--- src/rtl/cc_pkg.sv ---
package cc_pkg;
  typedef enum logic [1:0] {
    RF_IDLE = 2'd0,
    RF_REQ  = 2'd1,
    RF_XFER = 2'd2
  } rf_state_e;

  typedef enum logic {
    SRC_CPU = 1'b0,
    SRC_BG  = 1'b1
  } rf_src_e;
endpackage

--- src/rtl/cc_tagstore.sv ---
module cc_tagstore #(
  parameter int ADDR_W = 16,
  parameter int IDX_W  = 4
) (
  input  logic                      clk,
  input  logic                      rst,
  input  logic [ADDR_W-1:0]         lk_addr,
  output logic                      lk_hit,
  input  logic                      snp_en,
  input  logic [ADDR_W-1:0]         snp_addr,
  input  logic                      fill_en,
  input  logic [ADDR_W-1:0]         fill_addr,
  input  logic [IDX_W-1:0]          rd_idx,
  output logic [ADDR_W-IDX_W-1:0]   rd_tag,
  output logic [(1<<IDX_W)-1:0]     stale_vec
);
  localparam int LINES = 1 << IDX_W;
  localparam int TAG_W = ADDR_W - IDX_W;

  logic [TAG_W-1:0] tag_w [LINES];
  logic [LINES-1:0] valid_w;
  logic [LINES-1:0] stale_w;

  logic [IDX_W-1:0] lk_idx, snp_idx, fill_idx;
  logic [TAG_W-1:0] lk_tag, snp_tag, fill_tag;
  logic             snp_on_fill;

  assign lk_idx   = lk_addr[IDX_W-1:0];
  assign lk_tag   = lk_addr[ADDR_W-1:IDX_W];
  assign snp_idx  = snp_addr[IDX_W-1:0];
  assign snp_tag  = snp_addr[ADDR_W-1:IDX_W];
  assign fill_idx = fill_addr[IDX_W-1:0];
  assign fill_tag = fill_addr[ADDR_W-1:IDX_W];
  // a foreign write to the very line being installed keeps it stale
  assign snp_on_fill = snp_en && (snp_addr == fill_addr);

  for (genvar i = 0; i < LINES; i++) begin : g_line
    logic [TAG_W-1:0] t_q;
    logic             v_q;
    logic             s_q;
    logic             hit_snp;
    logic             hit_fill;

    assign hit_snp  = snp_en && v_q && (snp_idx == IDX_W'(i)) && (t_q == snp_tag);
    assign hit_fill = fill_en && (fill_idx == IDX_W'(i));

    always_ff @(posedge clk) begin
      if (rst) begin
        t_q <= '0;
        v_q <= 1'b0;
        s_q <= 1'b0;
      end else if (hit_fill) begin
        t_q <= fill_tag;
        v_q <= 1'b1;
        s_q <= snp_on_fill;
      end else if (hit_snp) begin
        s_q <= 1'b1;
      end
    end

    assign tag_w[i]   = t_q;
    assign valid_w[i] = v_q;
    assign stale_w[i] = s_q;
  end

  assign lk_hit    = valid_w[lk_idx] && !stale_w[lk_idx] && (tag_w[lk_idx] == lk_tag);
  assign rd_tag    = tag_w[rd_idx];
  assign stale_vec = stale_w & valid_w;
endmodule

--- src/rtl/cc_stale_pick.sv ---
module cc_stale_pick #(
  parameter int IDX_W = 4
) (
  input  logic                  clk,
  input  logic                  rst,
  input  logic [(1<<IDX_W)-1:0] stale_vec,
  input  logic                  advance,
  output logic [IDX_W-1:0]      pick_idx,
  output logic                  any_stale
);
  localparam int LINES = 1 << IDX_W;

  logic [IDX_W-1:0] rr_q;

  always_comb begin
    logic [IDX_W-1:0] cand;
    pick_idx  = rr_q;
    any_stale = 1'b0;
    for (int k = 0; k < LINES; k++) begin
      cand = rr_q + IDX_W'(k);
      if (!any_stale && stale_vec[cand]) begin
        pick_idx  = cand;
        any_stale = 1'b1;
      end
    end
  end

  always_ff @(posedge clk) begin
    if (rst)          rr_q <= '0;
    else if (advance) rr_q <= pick_idx + IDX_W'(1);
  end
endmodule

--- src/rtl/cc_refill_fsm.sv ---
module cc_refill_fsm
  import cc_pkg::*;
#(
  parameter int ADDR_W = 16
) (
  input  logic              clk,
  input  logic              rst,
  input  logic              miss_pend,
  input  logic [ADDR_W-1:0] miss_addr,
  input  logic              bg_ok,
  input  logic [ADDR_W-1:0] bg_addr,
  input  logic              bus_gnt,
  input  logic              bus_dvalid,
  output logic              bus_req,
  output logic [ADDR_W-1:0] bus_addr,
  output logic              bg_take,
  output logic              fill_en,
  output logic [ADDR_W-1:0] fill_addr,
  output logic              miss_done
);
  rf_state_e         st_q;
  rf_src_e           src_q;
  logic [ADDR_W-1:0] addr_q;

  assign bg_take   = (st_q == RF_IDLE) && !miss_pend && bg_ok;
  assign bus_req   = (st_q == RF_REQ);
  assign bus_addr  = addr_q;
  assign fill_en   = (st_q == RF_XFER) && bus_dvalid;
  assign fill_addr = addr_q;
  assign miss_done = fill_en && (src_q == SRC_CPU);

  always_ff @(posedge clk) begin
    if (rst) begin
      st_q   <= RF_IDLE;
      src_q  <= SRC_CPU;
      addr_q <= '0;
    end else begin
      unique case (st_q)
        RF_IDLE: begin
          if (miss_pend) begin
            st_q   <= RF_REQ;
            src_q  <= SRC_CPU;
            addr_q <= miss_addr;
          end else if (bg_ok) begin
            st_q   <= RF_REQ;
            src_q  <= SRC_BG;
            addr_q <= bg_addr;
          end
        end
        RF_REQ: begin
          if (bus_gnt) begin
            st_q <= RF_XFER;
          end else if (src_q == SRC_BG && miss_pend) begin
            src_q  <= SRC_CPU;
            addr_q <= miss_addr;
          end
        end
        RF_XFER: begin
          if (bus_dvalid) st_q <= RF_IDLE;
        end
        default: st_q <= RF_IDLE;
      endcase
    end
  end
endmodule

--- src/rtl/snoop_cache_ctrl.sv ---
module snoop_cache_ctrl #(
  parameter int ADDR_W  = 16,
  parameter int IDX_W   = 4,
  parameter int ID_W    = 2,
  parameter int SELF_ID = 0
) (
  input  logic              clk,
  input  logic              rst,
  input  logic              bg_en,
  input  logic              cpu_req_valid,
  output logic              cpu_req_ready,
  input  logic [ADDR_W-1:0] cpu_req_addr,
  output logic              cpu_rsp_valid,
  output logic              cpu_rsp_hit,
  output logic              bus_req,
  input  logic              bus_gnt,
  output logic [ADDR_W-1:0] bus_addr,
  input  logic              bus_dvalid,
  input  logic              bus_busy,
  input  logic              mon_valid,
  input  logic              mon_write,
  input  logic [ID_W-1:0]   mon_id,
  input  logic [ADDR_W-1:0] mon_addr
);
  localparam int LINES = 1 << IDX_W;
  localparam int TAG_W = ADDR_W - IDX_W;

  logic              pend_miss_q;
  logic [ADDR_W-1:0] miss_addr_q;
  logic              rsp_v_q, rsp_h_q;
  logic              idle_q;

  logic              accept, lk_hit, snp_en, bg_ok, bg_take;
  logic              fill_en, miss_done, any_stale;
  logic [ADDR_W-1:0] fill_addr, bg_addr;
  logic [IDX_W-1:0]  pick_idx;
  logic [TAG_W-1:0]  pick_tag;
  logic [LINES-1:0]  stale_vec;

  assign cpu_req_ready = !pend_miss_q;
  assign accept        = cpu_req_valid && cpu_req_ready;
  assign snp_en        = mon_valid && mon_write && (mon_id != ID_W'(SELF_ID));
  assign bg_ok         = bg_en && any_stale && !pend_miss_q && idle_q && !bus_busy;
  assign bg_addr       = {pick_tag, pick_idx};
  assign cpu_rsp_valid = rsp_v_q;
  assign cpu_rsp_hit   = rsp_h_q;

  cc_tagstore #(.ADDR_W(ADDR_W), .IDX_W(IDX_W)) u_tags (
    .clk       (clk),
    .rst       (rst),
    .lk_addr   (cpu_req_addr),
    .lk_hit    (lk_hit),
    .snp_en    (snp_en),
    .snp_addr  (mon_addr),
    .fill_en   (fill_en),
    .fill_addr (fill_addr),
    .rd_idx    (pick_idx),
    .rd_tag    (pick_tag),
    .stale_vec (stale_vec)
  );

  cc_stale_pick #(.IDX_W(IDX_W)) u_pick (
    .clk       (clk),
    .rst       (rst),
    .stale_vec (stale_vec),
    .advance   (bg_take),
    .pick_idx  (pick_idx),
    .any_stale (any_stale)
  );

  cc_refill_fsm #(.ADDR_W(ADDR_W)) u_fsm (
    .clk        (clk),
    .rst        (rst),
    .miss_pend  (pend_miss_q),
    .miss_addr  (miss_addr_q),
    .bg_ok      (bg_ok),
    .bg_addr    (bg_addr),
    .bus_gnt    (bus_gnt),
    .bus_dvalid (bus_dvalid),
    .bus_req    (bus_req),
    .bus_addr   (bus_addr),
    .bg_take    (bg_take),
    .fill_en    (fill_en),
    .fill_addr  (fill_addr),
    .miss_done  (miss_done)
  );

  always_ff @(posedge clk) begin
    if (rst) begin
      pend_miss_q <= 1'b0;
      miss_addr_q <= '0;
      rsp_v_q     <= 1'b0;
      rsp_h_q     <= 1'b0;
      idle_q      <= 1'b0;
    end else begin
      rsp_v_q <= accept;
      rsp_h_q <= accept && lk_hit;
      idle_q  <= !bus_busy;
      if (accept && !lk_hit) begin
        pend_miss_q <= 1'b1;
        miss_addr_q <= cpu_req_addr;
      end else if (miss_done) begin
        pend_miss_q <= 1'b0;
      end
    end
  end
endmodule

--- config.mk ---
export PLATFORM = sky130hd
export DESIGN_NAME = snoop_cache_ctrl
export DESIGN_NICKNAME = d
export VERILOG_FILES = /design/src/rtl/cc_pkg.sv /design/src/rtl/cc_tagstore.sv /design/src/rtl/cc_stale_pick.sv /design/src/rtl/cc_refill_fsm.sv /design/src/rtl/snoop_cache_ctrl.sv
export SDC_FILE = /design/constraint.sdc
export NUM_CORES = 1
export LEC_CHECK = 0
export BUFFER_PORTS_ARGS = -buffer_cell sky130_fd_sc_hd__clkbuf_2
export CAP_MARGIN = 40
export CORE_AREA = 2 2 187 189
export DETAILED_ROUTE_END_ITERATION = 10
export DIE_AREA = 0 0 189 191
export PLACE_DENSITY = 0.67
export SLEW_MARGIN = 20
export SYNTH_ARGS = -nofsm -noshare
export SYNTH_HDL_FRONTEND = slang
export SYNTH_SLANG_ARGS = --single-unit
--- constraint.sdc ---
create_clock -name clk -period 9.3 [get_ports clk]
set_clock_uncertainty 0.05 [all_clocks]
set_input_delay 1.395 -clock clk [delete_from_list [all_inputs] [get_ports clk]]
set_output_delay 1.395 -clock clk [all_outputs]
set_load 0.02 [all_outputs]
==> impl_metrics.ini, run 1 <==
[run_status]
status = complete, no violations

[setup_path]
crit_required_ns = 9.76
worstPathMaxFanout = 19
cp-start-kind = flip-flop
path_class = flip-flop to flip-flop
cp-end-kind = flip-flop
cp.arrival_ns = 7.05

[synthesis]
synth_cells = 2217
ys_seq_elements = 267
synth_area_leaders = dfxtp_1 29%, mux4_2 9.7%, nand2_1 9.2%
synth_async_sr_flop_share = 0
avgSynthCellArea_um2 = 8.34
synth_area_mm2 = 0.0185
synth.distinct_cells = 94
netlist.area_leader.share = 0.289
synth-edff-count = 0
synth_simple_gate_area_frac = 0.207
synth_top_family_by_area = simple AND/OR/NAND/NOR gates
yosysWarningCount = 0
yosysTopAreaCell = dfxtp_1
synth.mux.area_fraction = 0.183
synth_xor_area_frac = 0.112
synth_fa_ha_area_frac = 0.00541
yosysMostFrequentCell = nand2_1
synth_compound_area_frac = 0.149
ys.flop_type = dfxtp_1
synth-seq-area-share = 0.289
synth_nets = 2268
yosys-top-cells-count = 455 x nand2_1, 267 x dfxtp_1, 245 x a21oi_1

[sta]
rsz0062_at_grt = no
setup-tns-final_ns = 0
period_share = 0.708
whs_ns = 0.443
slew_headroom = 0.399
finalMaxSlewViolations = 0
timing.final.crit_period_ns = 6.59
fmax_ghz = 0.152
hold_viol = 0
setup_viol = 0
tightest_slew_ns = 0.894

[die]
die_area_mm2 = 0.0361
fp.dieH_um = 191
start_util = 0.542
row_count = 68
core_mm2 = 0.0341
ioPinCount = 63
die_w_um = 189

[cts]
numCtsBuffers = 30
cts_buffer_depth = 3
cts_root_buf = clkbuf_16
insertion_delay_ns = 0.62
cts_resized = 0
post_cts_buffers = 0
clock_sinks = 267
htreeDepth = 1
clk_pin_slew_worst_paths_ns = 0.07
holdBufCountCts = 0
cts_tree = built

[drt]
drt-total-wl_mm = 79.2
wl_per_cell_um = 29.8
num_vias = 18400
drtAntennaViolNets = 0
vias_per_cell = 6.94
drc = 0
first_pass_iters = 8
drt_iter0_drc = 2398

[place]
dp_hpwl_mm = 58.4
port_buffers = 62
place_area_mm2 = 0.0190
place_congestion = 1.11

[global_routing]
antenna_found_initial = 0
grt_max_degree = 103
overflow = 0
grt.total_usage = 0.431
grt_pass1_vias = 17100
grt_pass1_wl_mm = 115

[layout]
stdcell_area_mm2 = 0.0200
syn_to_final_growth_pct = 8.19
utilization = 0.586
insertedDiodeCount = 0
final_net_count = 2230
drive_gt1_frac = 0.155

[worst_hold_path]
min_path_type = flip-flop to flip-flop

[pwr]
power_density_mw_per_mm2 = 134
leakage_nw = 6.43
ir_drop_v = 0.000147
power_w = 0.00267

[flow_run]
drv_cap = 0
==> state kept, by name, indices dropped and copies added, names as in the netlist <==
name	count
u_tags.g_line.s_q	16
u_tags.g_line.v_q	16
cpu_rsp_valid	1
pend_miss_q	1
idle_q	1
miss_addr_q	16
u_fsm.bus_addr	16
u_fsm.st_q	2
u_pick.rr_q	4
u_tags.g_line.t_q	192
u_fsm.src_q	1
cpu_rsp_hit	1
==> cells in the final DEF (no fill, tap or decap), types with 16 or more instances in the layout <==
cell and count:
a21oi_1 245, a221oi_1 25, buf_4 43, clkbuf_16 30, clkbuf_2 60, dfxtp_1 266
inv_1 16, mux2_2 45, mux2i_1 98, mux4_2 80, nand2_1 455, nand3_1 50
nand4_1 55, nor2_1 132, nor3_1 20, nor4_1 26, o21ai_0 17, xnor2_1 165
xor2_1 68
==> path summary, 6_finish.rpt <==
check                                    from                        endpoint  slack [ns]  depth (start not counted)
setup / recovery  u_pick.rr_q[1]$_SDFFE_PP0P_  u_fsm.bus_addr[9]$_SDFFE_PP0P_        2.71                         15
hold / removal    miss_addr_q[3]$_SDFFE_PP0P_  u_fsm.bus_addr[3]$_SDFFE_PP0P_        0.44                          2
setup reg to reg  u_pick.rr_q[1]$_SDFFE_PP0P_  u_fsm.bus_addr[9]$_SDFFE_PP0P_        2.71                         15
hold reg to reg   miss_addr_q[3]$_SDFFE_PP0P_  u_fsm.bus_addr[3]$_SDFFE_PP0P_        0.44                          2
==> metrics by stage <==
step,setup slack (ns),std cells
global placement,2.86,2587
detailed placement,2.88,2598
CTS,2.88,2653
global route,2.39,2657
floorplan,4.21,2217
finish,2.71,2657
==> power by group <==
group          total [W]  internal, W  switching, W
combinational   0.000272    0.0000836      0.000188
sequential       0.00118      0.00116     0.0000200
clock            0.00122     0.000690      0.000534
==> logic make-up after synthesis <==
logic type / count (synthesis)
AOI/OAI and AO/OA: 434
DFF: 267
muxes: 230
and+or+nand+nor: 839
buffers and inverters: 204
adders and majority gates: 8
xor gates and xnor gates: 235
==> critical path, stage by stage (launching register included) <==
cell and delay (ns):
dfxtp_1 0.33, inv_1 0.32, ha_1 0.96, inv_1 0.48
mux4_2 0.68, mux2i_1 0.48, nand4_1 0.23, or4_1 0.68
a2bb2oi_1 0.22, nand4b_1 0.12, and3_1 0.40, inv_6 0.17
nor3_2 0.76, a22o_1 0.25, a221oi_1 0.05, a311oi_1 0.30
==> routing by layer <==
layer / routed length, um / vias up / track usage
met3: 10100 / 404 / 0.136
met1: 28300 / 8824 / 0.517
met5: 0 / - / 0
met4: 6340 / 0 / 0.271
li1: - / 7829 / -
met2: 34500 / 1379 / 0.673
==> area by class of cell <==
| type | instances | area (um2) |
|---|---|---|
| multi-input combinational | 1746 | 12200 |
| tap | 455 | 569 |
| clock buffer | 39 | 835 |
| sequential | 267 | 5350 |
| fill | 3069 | 14100 |
| clock inverter | 16 | 170 |
| timing repair buffer | 116 | 802 |
| inverter | 18 | 72.6 |
Note: power is estimated with default switching activity, not from simulation.
==> run 2: changes to the inputs <==
Settings changed: ABC_AREA set to 1, CORE_AREA 2 2 187 189 to 2 2 185 187, DIE_AREA 0 0 189 191 to 0 0 187 189.
Clock period 9.3 ns to 6.1 ns, I/O delays scaled along.
==> run 2 against run 1 <==
  * Highest routed layer is now met5
  * Sequential share of layout area rose by 0.19 points
  * Critical endpoint is now u_fsm.bus_addr[13]$_SDFFE_PP0P_
  * Flip-flop and latch count did not move
  * Synthesized cell count rose by 31%
  * Final cell count rose by 25%
  * First-iteration DRC count rose by 46%
  * Global-route usage rose by 1.7 points
==> impl_metrics.ini, run 2 <==
[run_status]
status = complete, no violations

[sta]
hold_viol = 0
setup-tns-final_ns = 0
timing.final.crit_period_ns = 5.38
tightest_slew_ns = 1.13
rsz0062_at_grt = no
finalMaxSlewViolations = 0
fmax_ghz = 0.186
setup_viol = 0
period_share = 0.881
slew_headroom = 0.237

[cts]
insertion_delay_ns = 0.59
clock_sinks = 267
clk_pin_slew_worst_paths_ns = 0.07
cts_resized = 0
holdBufCountCts = 0
cts_buffer_depth = 3
cts_root_buf = clkbuf_16
htreeDepth = 1
post_cts_buffers = 0
numCtsBuffers = 30
cts_tree = built

[die]
die_w_um = 187
start_util = 0.545
fp.dieH_um = 189
row_count = 67
ioPinCount = 63
core_mm2 = 0.0333
die_area_mm2 = 0.0353

[layout]
syn_to_final_growth_pct = 9.49
largest_reg_flops = 192
final_cell_mix = 586 x nand2_1, 381 x o21ai_0, 355 x a21oi_1, 319 x nand3_1, 267 x dfxtp_1
final_net_count = 2897
nFillCells = 3321
regMostFlops = u_tags.g_line.t_q
stdcell_count = 3318
layout_commonest_cell = nand2_1
drive_gt1_frac = 0.0830
utilization = 0.597

[setup_path]
cp-start-kind = flip-flop
worstPathMaxFanout = 52
crit_required_ns = 6.54
cp.arrival_ns = 5.81
cp-end-kind = flip-flop
path_class = flip-flop to flip-flop

[global_routing]
grt_pass1_vias = 20000
overflow = 0
grt.total_usage = 0.449
grt_pass1_wl_mm = 122
grt_max_degree = 121
antenna_found_initial = 2

[drt]
first_pass_iters = 7
drt_iter0_drc = 3496
vias_per_cell = 6.55
wl_per_cell_um = 24.5
drtAntennaViolNets = 0
num_vias = 21700
drc = 0
drt-total-wl_mm = 81.4

[synthesis]
yosysMostFrequentCell = nand2_1
ys.flop_type = dfxtp_1
synth-edff-count = 0
synth_area_mm2 = 0.0181
netlist.area_leader.share = 0.295
synth_async_sr_flop_share = 0
ys_seq_elements = 267
avgSynthCellArea_um2 = 6.27
synth_cells = 2895
yosys-top-cells-count = 587 x nand2_1, 381 x o21ai_0, 355 x a21oi_1
synth_area_leaders = dfxtp_1 29%, nand2_1 12%, o21ai_0 11%
synth-seq-area-share = 0.295
yosysTopAreaCell = dfxtp_1
yosysWarningCount = 0
synth.distinct_cells = 49
synth_nets = 2946

[place]
place_congestion = 1.08
dp_hpwl_mm = 58.1
placedCellCount = 3260
port_buffers = 62

[worst_hold_path]
min_path_type = flip-flop to flip-flop

[flow_run]
drv_cap = 0
run 2: cells by family after synthesis:
group / after synthesis / share of synthesized area
AOI/OAI and AO/OA: 888 / 0.264
and+or+nand+nor: 1163 / 0.282
buffers and inverters: 472 / 0.105
muxes: 1 / 0.000552
adders and majority gates: 8 / 0.00552
xor gates and xnor gates: 96 / 0.0484
DFF: 267 / 0.295
run 2: worst max-delay path, stage by stage (launching register included):
cell,delay (ns)
dfxtp_1,0.82
inv_2,0.27
ha_1,0.59
inv_2,0.19
nand3_1,0.16
nand3_1,0.08
nand2_1,0.18
nand3_4,0.12
nor2_4,0.14
nand4_2,0.13
nor2_4,0.17
nand3_2,0.12
nor2_4,0.18
nand4_1,0.25
nand2_1,0.16
nand2_1,0.09
nand2_4,0.08
buf_4,0.58
nand3_1,0.14
nand2_1,0.12
nand2_1,0.08
nand3_1,0.12
nand2_1,0.06
nand3_1,0.12
nand3_1,0.10
nand2_1,0.06
inv_1,0.03
run 2: cell type report:
cell class | count | area [um2] | area share
diodes | 1 | 2.50 | 0.000126
clock buffers | 36 | 825 | 0.0415
clock inverters | 19 | 285 | 0.0144
inverters | 262 | 987 | 0.0497
multi-input cells | 2156 | 11000 | 0.552
flip-flops and latches | 267 | 5350 | 0.269
well taps | 448 | 561 | 0.0282
repair buffers | 129 | 901 | 0.0454
run 2: path summary, 6_finish.rpt:
| check | from | endpoint | slack, ns | cells after the start |
|---|---|---|---|---|
| worst min register to register | miss_addr_q[7]$_SDFFE_PP0P_ | miss_addr_q[7]$_SDFFE_PP0P_ | 0.46 | 2 |
| worst max register to register | u_pick.rr_q[2]$_SDFFE_PP0P_ | u_fsm.bus_addr[13]$_SDFFE_PP0P_ | 0.72 | 26 |
| worst max-delay path | u_pick.rr_q[2]$_SDFFE_PP0P_ | u_fsm.bus_addr[13]$_SDFFE_PP0P_ | 0.72 | 26 |
| worst min-delay path | miss_addr_q[7]$_SDFFE_PP0P_ | miss_addr_q[7]$_SDFFE_PP0P_ | 0.46 | 2 |
run 2: through the flow:
| step | instance area [um2] | hold slack, ns | worst slack (ns) |
|---|---|---|---|
| after floorplan | 18100 | 0.405 | 2.10 |
| after global placement | 18600 | 0.420 | 0.927 |
| after detailed placement | 18700 | 0.437 | 0.858 |
| after CTS | 19800 | 0.452 | 0.818 |
| after global routing | 19900 | 0.475 | 0.333 |
| final | 19900 | 0.456 | 0.724 |
run 2: metal layers:
layer	wire length, um	part of all wire	track usage	up-vias
met5	43	0.00053	0	-
met4	6800	0.084	0.310	2
met3	10400	0.13	0.112	410
met2	34300	0.42	0.679	1614
met1	29900	0.37	0.563	9967
li1	-	-	-	9750
Power of run 2 is left out: the tool's default activity adds up to more than one toggle a clock period on the data nets, which glitch-free logic cannot reach.
